--- src/rtl/xbus_pkg.sv ---
package xbus_pkg;
  typedef enum logic [2:0] {
    PH_IDLE, PH_ADDR, PH_LATCH, PH_DATA, PH_REC
  } phase_t;

  // Classify an address against the internal/external boundary
  function automatic logic addr_is_ext(input logic [31:0] addr, input logic [31:0] limit);
    return addr >= limit;
  endfunction

  // A fetch always reads, whatever the write bit says
  function automatic logic kind_is_write(input logic write, input logic fetch);
    return write & ~fetch;
  endfunction
endpackage

--- src/rtl/xbus_decode.sv ---
module xbus_decode
  import xbus_pkg::*;
#(
  parameter int ADDR_W    = 16,
  parameter int DATA_W    = 8,
  parameter int INT_LIMIT = 32'h8000
) (
  input  logic              clk,
  input  logic              rst_n,
  input  logic              take,
  input  logic [ADDR_W-1:0] req_addr,
  input  logic              req_write,
  input  logic              req_fetch,
  input  logic [DATA_W-1:0] req_wdata,
  output logic              cyc_ext,
  output logic              cyc_wr,
  output logic [ADDR_W-1:0] cyc_addr,
  output logic [DATA_W-1:0] cyc_wdata
);
  always_ff @(posedge clk or negedge rst_n) begin
    if (!rst_n) begin
      cyc_ext   <= 1'b0;
      cyc_wr    <= 1'b0;
      cyc_addr  <= '0;
      cyc_wdata <= '0;
    end else if (take) begin
      cyc_ext   <= addr_is_ext(32'(req_addr), 32'(INT_LIMIT));
      cyc_wr    <= kind_is_write(req_write, req_fetch);
      cyc_addr  <= req_addr;
      cyc_wdata <= req_wdata;
    end
  end
endmodule

--- src/rtl/xbus_seq.sv ---
module xbus_seq
  import xbus_pkg::*;
(
  input  logic   clk,
  input  logic   rst_n,
  input  logic   req_valid,
  input  logic   cyc_ext,
  input  logic   wait_en,
  input  logic   ext_wait_n,
  output phase_t phase,
  output logic   take,
  output logic   ready,
  output logic   data_end,
  output logic   done
);
  phase_t phase_nx;
  logic   stall;

  assign ready    = (phase == PH_IDLE);
  assign take     = req_valid & ready;
  assign stall    = (phase == PH_DATA) & cyc_ext & wait_en & ~ext_wait_n;
  assign data_end = (phase == PH_DATA) & ~stall;
  assign done     = (phase == PH_REC);

  always_comb begin
    phase_nx = phase;
    unique case (phase)
      PH_IDLE:  if (take) phase_nx = PH_ADDR;
      PH_ADDR:  phase_nx = PH_LATCH;
      PH_LATCH: phase_nx = PH_DATA;
      PH_DATA:  if (!stall) phase_nx = PH_REC;
      PH_REC:   phase_nx = PH_IDLE;
      default:  phase_nx = PH_IDLE;
    endcase
  end

  always_ff @(posedge clk or negedge rst_n) begin
    if (!rst_n) phase <= PH_IDLE;
    else        phase <= phase_nx;
  end
endmodule

--- src/rtl/xbus_pins.sv ---
module xbus_pins
  import xbus_pkg::*;
#(
  parameter int ADDR_W = 16,
  parameter int DATA_W = 8
) (
  input  logic                     clk,
  input  logic                     rst_n,
  input  phase_t                   phase,
  input  logic                     data_end,
  input  logic                     cyc_ext,
  input  logic                     cyc_wr,
  input  logic [ADDR_W-1:0]        cyc_addr,
  input  logic [DATA_W-1:0]        cyc_wdata,
  input  logic [DATA_W-1:0]        ad_in,
  output logic                     astb,
  output logic                     rd_n,
  output logic                     wr_n,
  output logic [DATA_W-1:0]        ad_out,
  output logic                     ad_oe,
  output logic [ADDR_W-DATA_W-1:0] addr_hi,
  output logic [DATA_W-1:0]        rdata
);
  logic addr_ph, data_ph;

  assign addr_ph = (phase == PH_ADDR) | (phase == PH_LATCH);
  assign data_ph = (phase == PH_DATA);

  assign astb    = (phase == PH_ADDR);
  assign rd_n    = ~(data_ph & cyc_ext & ~cyc_wr);
  assign wr_n    = ~(data_ph & cyc_ext & cyc_wr);
  assign ad_oe   = cyc_ext & (addr_ph | (data_ph & cyc_wr));
  assign ad_out  = data_ph ? cyc_wdata : cyc_addr[DATA_W-1:0];
  assign addr_hi = cyc_addr[ADDR_W-1:DATA_W];

  // Capture on the edge that ends the data phase, before the strobe rises
  always_ff @(posedge clk or negedge rst_n) begin
    if (!rst_n)                            rdata <= '0;
    else if (data_end & cyc_ext & ~cyc_wr) rdata <= ad_in;
  end
endmodule

--- src/rtl/xbus_ctrl.sv ---
module xbus_ctrl
  import xbus_pkg::*;
#(
  parameter int ADDR_W    = 16,
  parameter int DATA_W    = 8,
  parameter int INT_LIMIT = 32'h8000,
  localparam int HI_W     = ADDR_W - DATA_W
) (
  input  logic              clk,
  input  logic              rst_n,
  input  logic              req_valid,
  input  logic              req_write,
  input  logic              req_fetch,
  input  logic [ADDR_W-1:0] req_addr,
  input  logic [DATA_W-1:0] req_wdata,
  input  logic              wait_en,
  input  logic              ext_wait_n,
  input  logic [DATA_W-1:0] ad_in,
  output logic              req_ready,
  output logic              done,
  output logic [DATA_W-1:0] rdata,
  output logic              astb,
  output logic              rd_n,
  output logic              wr_n,
  output logic [DATA_W-1:0] ad_out,
  output logic              ad_oe,
  output logic [HI_W-1:0]   addr_hi
);
  phase_t            phase;
  logic              take, data_end;
  logic              cyc_ext, cyc_wr;
  logic [ADDR_W-1:0] cyc_addr;
  logic [DATA_W-1:0] cyc_wdata;
  // Named events for the checker
  logic              busy, in_data;

  assign busy    = (phase != PH_IDLE);
  assign in_data = (phase == PH_DATA);

  xbus_decode #(.ADDR_W(ADDR_W), .DATA_W(DATA_W), .INT_LIMIT(INT_LIMIT)) u_decode (
    .clk(clk), .rst_n(rst_n), .take(take),
    .req_addr(req_addr), .req_write(req_write), .req_fetch(req_fetch),
    .req_wdata(req_wdata),
    .cyc_ext(cyc_ext), .cyc_wr(cyc_wr), .cyc_addr(cyc_addr), .cyc_wdata(cyc_wdata)
  );

  xbus_seq u_seq (
    .clk(clk), .rst_n(rst_n), .req_valid(req_valid), .cyc_ext(cyc_ext),
    .wait_en(wait_en), .ext_wait_n(ext_wait_n),
    .phase(phase), .take(take), .ready(req_ready), .data_end(data_end), .done(done)
  );

  xbus_pins #(.ADDR_W(ADDR_W), .DATA_W(DATA_W)) u_pins (
    .clk(clk), .rst_n(rst_n), .phase(phase), .data_end(data_end),
    .cyc_ext(cyc_ext), .cyc_wr(cyc_wr), .cyc_addr(cyc_addr), .cyc_wdata(cyc_wdata),
    .ad_in(ad_in),
    .astb(astb), .rd_n(rd_n), .wr_n(wr_n), .ad_out(ad_out), .ad_oe(ad_oe),
    .addr_hi(addr_hi), .rdata(rdata)
  );
endmodule

--- config.mk ---
export PLATFORM = sky130hd
export DESIGN_NAME = xbus_ctrl
export DESIGN_NICKNAME = d
export VERILOG_FILES = /design/src/rtl/xbus_pkg.sv /design/src/rtl/xbus_decode.sv /design/src/rtl/xbus_seq.sv /design/src/rtl/xbus_pins.sv /design/src/rtl/xbus_ctrl.sv
export SDC_FILE = /design/constraint.sdc
export NUM_CORES = 1
export LEC_CHECK = 0
export ABC_AREA = 1
export BUFFER_PORTS_ARGS = -buffer_cell sky130_fd_sc_hd__buf_2
export CORE_ASPECT_RATIO = 0.7
export CORE_UTILIZATION = 48
export CTS_BUF_LIST = sky130_fd_sc_hd__clkbuf_16
export DETAILED_ROUTE_END_ITERATION = 8
export PLACE_DENSITY_LB_ADDON = 0.3
export SYNTH_ARGS = -nofsm -noshare
export SYNTH_HDL_FRONTEND = slang
export SYNTH_HIERARCHICAL = 1
export SYNTH_SLANG_ARGS = --single-unit
--- constraint.sdc ---
create_clock -name clk -period 1.5 [get_ports clk]
set_input_delay 0 -clock clk [delete_from_list [all_inputs] [get_ports clk]]
set_output_delay 0 -clock clk [all_outputs]
set_load 0.02 [all_outputs]
==> Yosys cells after proc, flatten, opt, wreduce, memory -nomap -nowiden <==
Cells that the tools add are included.
{ "totals": {"out_inout_bits": 30, "register_bits": 37} }
{ "classes": {"n_eq_ne": 6, "n_reduce_logical": 2, "mux": 4, "magnitude_cmp": 1, "bitwise_logic": 20} }
{ "op_table": {"columns": ["cell", "n"], "rows": [
  ["greater-or-equal comparator 16 bit (second input constant)", 1],
  ["bitwise AND 1 bit", 12],
  ["one-hot mux 3 bit (4 select lines)", 1],
  ["2-to-1 mux 8 bit", 1],
  ["equality test 3 x 2 -> 1 bit (second input constant)", 2],
  ["2-to-1 mux 3 bit", 2],
  ["inverter 1 bit", 6],
  ["!= test 2 bit (second input constant)", 2],
  ["equality test 3 x 1 -> 1 bit (second input constant)", 1],
  ["equality test 3 bit (second input constant)", 1],
  ["zero test 3 bit", 1],
  ["bitwise OR 1 bit", 2],
  ["AND reduction 2 bit", 1]
]} }

==> Longest topological paths before layout <==
Gate-level depths: netlist of run 1.
{ "logic_depth": {"word_depth": 8, "depth_mapped": 7, "ltp_nobuf": 6} }

==> Cells and area by module <==
Netlist of run 1, hierarchy kept.
{ "by_module_without_submodules": {"columns": ["module", "seq_area_each_um2", "area_each_um2", "cells_per_inst", "n_inst"], "rows": [
  ["xbus_decode", 650.6, 1002.2, 110, 1],
  ["xbus_pins", 200.2, 585.6, 84, 1],
  ["xbus_seq", 75.1, 161.4, 21, 1]
]} }

==> Worst setup path before layout of run 1 <==
No wires, ideal clock.
{ "synth_timing": {"path_type": "reg2reg", "from": "register u_seq.phase[0]", "to": "register u_decode.cyc_wdata[1]", "synth_period_minus_slack_ps": 1304, "arrival_ps": 1188, "required_ps": 1384, "path_stages_with_launch": 8, "n_path_buf": 2, "setup_ps": 116, "setup_slack_ps": 196, "cell_sequence": "dfrtp_1 -> or2_4 -> nor3_2 -> buf_6 -> inv_6 -> buf_6 -> nand2_1 -> nand2_1"} }
{ "synth_between": {"elab_chain_cells": 2} }
{ "synth_lines": {"columns": ["element", "line", "text"], "rows": [
  ["from (decl)", "xbus_seq.sv:10", "output phase_t phase,"],
  ["from (signal assigned)", "xbus_seq.sv:39", "else phase <= phase_nx;"],
  ["zero test 3 bit", "xbus_seq.sv:19", "assign ready = (phase == PH_IDLE);"],
  ["bitwise AND 1 bit", "xbus_seq.sv:20", "assign take = req_valid & ready;"],
  ["via take", "xbus_ctrl.sv:30", "logic take, data_end;"],
  ["to (signal assigned)", "xbus_decode.sv:30", "cyc_wdata <= req_wdata;"],
  ["to (decl)", "xbus_decode.sv:18", "output logic [DATA_W-1:0] cyc_wdata"]
]} }
The timed path passes the listed nets, and every way through them passes these cells.
A chain may end at the register's enable or synchronous reset.

==> Final worst setup path of run 1 <==
{ "layout_timing": {"from": "register u_seq.phase[1]", "to": "register u_decode.cyc_addr[1]"} }
{ "layout_between": {"elab_chain_cells": 2} }
{ "layout_lines": {"columns": ["element", "line", "text"], "rows": [
  ["zero test 3 bit", "xbus_seq.sv:19", null],
  ["bitwise AND 1 bit", "xbus_seq.sv:20", null],
  ["via take", "xbus_ctrl.sv:30", null],
  ["to (signal assigned)", "xbus_decode.sv:29", "cyc_addr <= req_addr;"],
  ["to (decl)", "xbus_decode.sv:17", "output logic [ADDR_W-1:0] cyc_addr,"]
]} }
The timed path passes the listed nets, and every way through them passes these cells.

==> results of run 1 <==
-- what timing repair did --
action	in CTS	in global routing
hold endpoints to repair	56	0
endpoints found under the setup margin	0	9
gates resized for setup	0	4
hold buffers	35	0
-- worst register-to-register path, stage by stage (launching register included) --
cell and delay [ns]:
dfrtp_2 0.43, or2_4 0.27, nor3_4 0.18, buf_12 0.18
inv_6 0.09, nand2_1 0.09, nand2_1 0.06
-- power by group through the flow --
stage	logic (mW)	clock network, mW	registers [mW]
global route	2.83	1.03	1.84
floorplan	1.72	0	1.83
finish	2.57	0.956	1.78
global placement	2.39	0	1.75
detailed placement	2.43	0	1.76
CTS	2.52	0.972	1.76
-- sequential cells by signal, summed over array words and instances (netlist names) --
| signal | count |
|---|---|
| u_decode/cyc_wdata | 8 |
| u_decode/cyc_ext | 1 |
| u_pins/rdata | 8 |
| u_decode/cyc_wr | 1 |
| u_seq/phase | 3 |
| u_decode/cyc_addr | 16 |
-- cell families (layout without fill, tap and decap cells) --
kind of cell    count (synthesis)  in the layout  share of synthesized area, %
compound gates                  1              1                         0.429
simple gates                  150            150                          36.4
flops                          37             37                          52.9
buf+inv                        27            130                          10.2
-- metal layers --
metal	part of all wire, %	GRT usage [%]	routed length [µm]	up-vias
met5	0	0	0	-
met4	0.60	7.05	27	0
met3	6.3	7.88	285	6
met2	47	42.7	2110	77
met1	47	33.1	2110	808
li1	-	-	-	874
-- worst max path at each step --
stage                                        end  slack [ns]  cells after the start
4_1_cts                                ad_out[5]        0.05                      5
2_1_floorplan  u_decode/cyc_wdata[1]$_DFFE_PN0P_        0.20                      7
6_report        u_decode/cyc_addr[1]$_DFFE_PN0P_        0.09                      6
3_3_place_gp    u_decode/cyc_addr[2]$_DFFE_PN0P_        0.14                      6
3_5_place_dp    u_decode/cyc_addr[6]$_DFFE_PN0P_        0.12                      6
5_1_grt        u_decode/cyc_addr[15]$_DFFE_PN0P_        0.01                      6
-- layout make-up --
cell class              count  area (µm²)
well taps                  47        58.8
flip-flops and latches     37         928
fillers                   236         714
repair buffers            113         778
inverters                  10        42.5
multi-input cells         151         663
clock buffers               5         125
clock inverters             2        7.51
-- synthesized netlist by cell type (all sizes together) --
library cell	count	area share [%]
nand3	4	1.7
nor2	7	1.5
buf	17	7.8
nand2	117	25
nand4	16	5.7
nand3b	1	0.43
dfrtp	37	53
or2	1	0.50
nor3	4	1.4
o211ai	1	0.43
inv	10	2.4
-- through the flow --
step / instances / hold WS, ns
CTS: 365 / 0.0288
floorplan: 215 / -0.296
finish: 365 / 0.0353
detailed placement: 323 / 0.00433
global placement: 323 / 0.00766
global route: 365 / 0.0327
==> flow_summary.ini, run 1 <==
[run_status]
status = completed

[grt]
grt_pass1_vias = 1625
grt_overflow = 0
antenna_found_initial = 0
grt_max_degree = 27
grt_use_total_pct = 25.9
grt_pass1_wl_um = 7310

[worst_hold_path]
hold_depth = 3
hp-class = primary input to register
hold_path_end = u_seq/phase[0]$_DFFE_PN0P_
min_from = req_valid

[floorplanning]
dieArea_um2 = 3890
rows = 17
io-pin-count = 69
coreArea_um2 = 3320
dieHeight_um = 52.5
start_util_pct = 52.7
die_w_um = 74.2

[place]
place_hpwl_um = 2750
place_area_um2 = 2110
numPortBuffers = 68
place_congestion = 0.784
pre_cts_ws_ns = 0.121

[cells_and_area]
drive_gt1_share_pct = 29.9
final_common_cell = nand2_1
nets = 357
design_area_um2 = 2600
layout_common_cells = 117 x nand2_1, 68 x buf_2, 35 x dlygate4sd3_1, 35 x dfrtp_1, 16 x nand4_1
finish.utilization_pct = 78.5
areaGrowthSynthToFinish_pct = 48.9
n_antenna_cell = 0

[clocking]
cts.path.max_buffers = 2
cts_buffers = 5
root_buffer = clkbuf_16
htreeDepth = 2
cts_tree = built
clk_latency_ns = 0.28
post_cts_buffers = 0
clkSinkCount = 37
path_clk_slew_ns = 0.05

[pwr]
internal-power_mw = 2.99
p_seq_share_pct = 33.5
clkPwrFrac_pct = 18.0
vdd_ir_drop_max_uv = 1260
design_power_total_mw = 5.30
leakage_nw = 1.46
power_per_cell_area_nw_per_um2 = 2030
p_sw_mw = 2.31
combPwrFrac_pct = 48.4
power_switching_share_pct = 43.6

[synthesis]
synth_seq_cells = 37
yosysSeqAreaShare_pct = 52.9
synth.distinct_cells = 17
synthCells = 215
synth_area_um2 = 1750
syn_avg_cell_area_um2 = 8.14
syn-num-nets = 254
yosys_warnings = 6

[routing]
routed_wirelength_um = 4540
drc = 0
dr.pass1.iters = 4
postRouteAntennaNets = 0
drt_iter0_markers = 111
num_vias = 1765
vias_per_cell = 4.84
wl_per_cell_um = 12.4

[timing]
hold_viol_final = 0
post-route-period-util_pct = 94.2
slew_headroom_pct = 64.7
tns_ns = 0
final.min_clock_period_ns = 1.41
rsz0062_at_grt = false
drv_slew = 0
setup_viol = 0
max_freq_mhz = 708
finClkSkew_ns = 0.00435
worst_slack_ns = 0.0867
tightest_slew_ns = 0.529

[critical_path]
crit_top_cell = nand2_1
endpoint_kind = register
rr_worst_depth = 6
cp.required_ns = 1.66
criticalPathCategory = register to register
cp_max_fo = 26
cp.arrival_ns = 1.58
startpoint_type = register
reg2reg_setup_slack_ns = 0.09
path_delay_family = simple AND/OR/NAND/NOR gates
rr_endpoint = u_decode/cyc_addr[1]$_DFFE_PN0P_
timing.rr.start = u_seq/phase[1]$_DFFE_PN0P_
crit_chain = or2_4, nor3_4, buf_12, inv_6, nand2_1, nand2_1
crit_buf_inv = 2
startpoint = u_seq/phase[1]$_DFFE_PN0P_
slowest_stage = dfrtp_2
cpPeakStageDelay_ns = 0.43

[job]
max-cap-violations = 0
Note: power is estimated with default switching activity, not from simulation.
==> inputs of run 2 (changes only) <==
SYNTH_HIERARCHICAL = unset   (was 1)
==> flow_summary.ini, run 2 <==
[routing]
num_vias = 1711
dr.pass1.iters = 4
drt_iter0_markers = 44
drc = 0
postRouteAntennaNets = 0
vias_per_cell = 4.78
wl_per_cell_um = 12.5
routed_wirelength_um = 4480

[cells_and_area]
nets = 349
drive_gt1_share_pct = 29.6
final_common_cell = nand2_1
finish.utilization_pct = 78.5
largestRegisters = u_decode.cyc_addr (16), u_decode.cyc_wdata (8), u_pins.rdata (8)
n_antenna_cell = 0
regMostFlops = u_decode.cyc_addr
areaGrowthSynthToFinish_pct = 49.5
largest_register_ffs = 16
layout_common_cells = 100 x nand2_1, 68 x buf_2, 34 x dlygate4sd3_1, 34 x dfrtp_1, 25 x nand3_1
design_area_um2 = 2570

[worst_hold_path]
hold_depth = 3
hp-class = primary input to register
min_from = req_addr[15]
hold_path_end = u_decode.cyc_ext$_DFFE_PN0P_

[grt]
grt_overflow = 0
grt_use_total_pct = 26.6
grt_max_degree = 25
grt_pass1_wl_um = 7400
grt_pass1_vias = 1691
antenna_found_initial = 0

[pwr]
design_power_total_mw = 5.06
p_sw_mw = 2.17
leakage_nw = 1.43
clkPwrFrac_pct = 19.1
vdd_ir_drop_max_uv = 1220
p_seq_share_pct = 35.2
power_switching_share_pct = 42.9
power_per_cell_area_nw_per_um2 = 1970
combPwrFrac_pct = 45.7
internal-power_mw = 2.89

[critical_path]
rr_worst_depth = 5
timing.rr.start = u_seq.phase[1]$_DFFE_PN0P_
reg2reg_setup_slack_ns = 0.17
cp.arrival_ns = 1.44
criticalPathCategory = register to primary output
startpoint_type = register
rr_endpoint = u_decode.cyc_wr$_DFFE_PN0P_
cp_max_fo = 8
endpoint_kind = primary output
startpoint = u_seq.phase[0]$_DFFE_PN0P_
cp.required_ns = 1.50

[synthesis]
yosys_most_used_dff = dfrtp_1
synth.distinct_cells = 19
yosys-top-cells-area = dfrtp_1 54%, nand2_1 22%, nand3_1 7.3%
synth_most_common_cell = nand2_1
synth_seq_cells = 37
yosys.area.top_type = dfrtp_1
yosysSeqAreaShare_pct = 53.9
synthTopCellsByCount = 100 x nand2_1, 37 x dfrtp_1, 25 x nand3_1
yosys_warnings = 0
synth_area_um2 = 1720
syn_avg_cell_area_um2 = 8.23
yosys.area.top_type_share_pct = 53.9
synthCells = 209
async_flop_share_pct = 100
syn-num-nets = 248
synth-edff-count = 0

[timing]
finClkSkew_ns = 0.00360
final.min_clock_period_ns = 1.44
setup_viol = 0
drv_slew = 0
hold_viol_final = 0
tightest_slew_ns = 0.497
slew_headroom_pct = 66.9
post-route-period-util_pct = 95.8
max_freq_mhz = 696
rsz0062_at_grt = true
tns_ns = 0
holdWs_ns = 0.00123

[job]
max-cap-violations = 0

[clocking]
path_clk_slew_ns = 0.05
root_buffer = clkbuf_16
cts_buffers = 5
post_cts_buffers = 0
cts_tree = built
clkSinkCount = 37
clk_latency_ns = 0.28
cts.path.max_buffers = 2
htreeDepth = 2

[floorplanning]
dieHeight_um = 52.1
io-pin-count = 69
dieArea_um2 = 3830
rows = 17
die_w_um = 73.5
coreArea_um2 = 3280
start_util_pct = 52.5

[run_status]
status = completed

[place]
numPortBuffers = 68
place_hpwl_um = 2910
place_congestion = 0.812
place_area_um2 = 2080
run 2: cell count changes after synthesis, sizes merged, moves of 2 or more:
| cell | previous run | this run |
|---|---|---|
| buf | 17 | 13 |
| clkbuf | 0 | 4 |
| nand2 | 117 | 100 |
| nand3 | 4 | 26 |
| nand4 | 16 | 9 |
| nor2 | 7 | 2 |
| nor3 | 4 | 2 |
| o21ai | 0 | 4 |
run 2: what timing repair did:
item                                   in CTS  in global routing
gates cloned                                0                  0
setup endpoints to repair                   2                  5
hold buffers                               34                  0
gates resized for setup                     4                  4
endpoints found under the hold margin      52                  0
pin swaps                                   0                  0
run 2: area by class of cell:
type	count	area (µm²)
Tap cell	47	58.8
Clock inverter	3	12.5
Timing Repair Buffer	111	752
Fill cell	254	706
Clock buffer	5	125
Multi-Input combinational cell	145	654
Sequential cell	37	930
Inverter	10	37.5
run 2: power groups by stage:
stage	registers [mW]	clock network, mW	logic [mW]
after floorplan	1.84	0	1.53
after CTS	1.77	0.979	2.29
after detailed placement	1.77	0	2.22
final	1.78	0.965	2.31
after global routing	1.84	1.03	2.56
after global placement	1.77	0	2.17
run 2: through the flow:
| step | instances | worst slack [ns] |
|---|---|---|
| 2_1_floorplan | 209 | 0.208 |
| 3_3_place_gp | 316 | 0.249 |
| 3_5_place_dp | 316 | 0.169 |
| 4_1_cts | 358 | 0.0463 |
| 5_1_grt | 358 | -0.00541 |
| 6_report | 358 | 0.0631 |
run 2: per-layer routing:
layer / GRT usage, % / up-vias / wire length [µm]
li1: - / 868 / -
met3: 7.36 / 10 / 192
met1: 34.7 / 789 / 2110
met4: 8.97 / 0 / 70
met5: 0 / - / 0
met2: 43.1 / 44 / 2110
run 2: how the worst max path moves through the flow:
stage | to | slack [ns] | cells after the start
6_report | ad_out[1] | 0.06 | 6
5_1_grt | ad_out[1] | -0.005 | 6
4_1_cts | ad_out[1] | 0.05 | 6
3_5_place_dp | u_decode.cyc_addr[15]$_DFFE_PN0P_ | 0.17 | 5
3_3_place_gp | u_decode.cyc_ext$_DFFE_PN0P_ | 0.25 | 5
2_1_floorplan | u_decode.cyc_addr[13]$_DFFE_PN0P_ | 0.21 | 6
run 2: logic make-up after synthesis:
family	synth area share (%)
AND/OR/NAND/NOR	35.7
flip-flops	53.9
buffers and inverters	8.51
AO/OA/AOI/OAI	1.97
run 2: critical path, cell delays in order, from the launching register on:
cell,delay (ns)
dfrtp_2,0.44
nand2_1,0.09
nor2_2,0.16
buf_6,0.16
nand2_1,0.08
nand2_1,0.06
buf_2,0.16
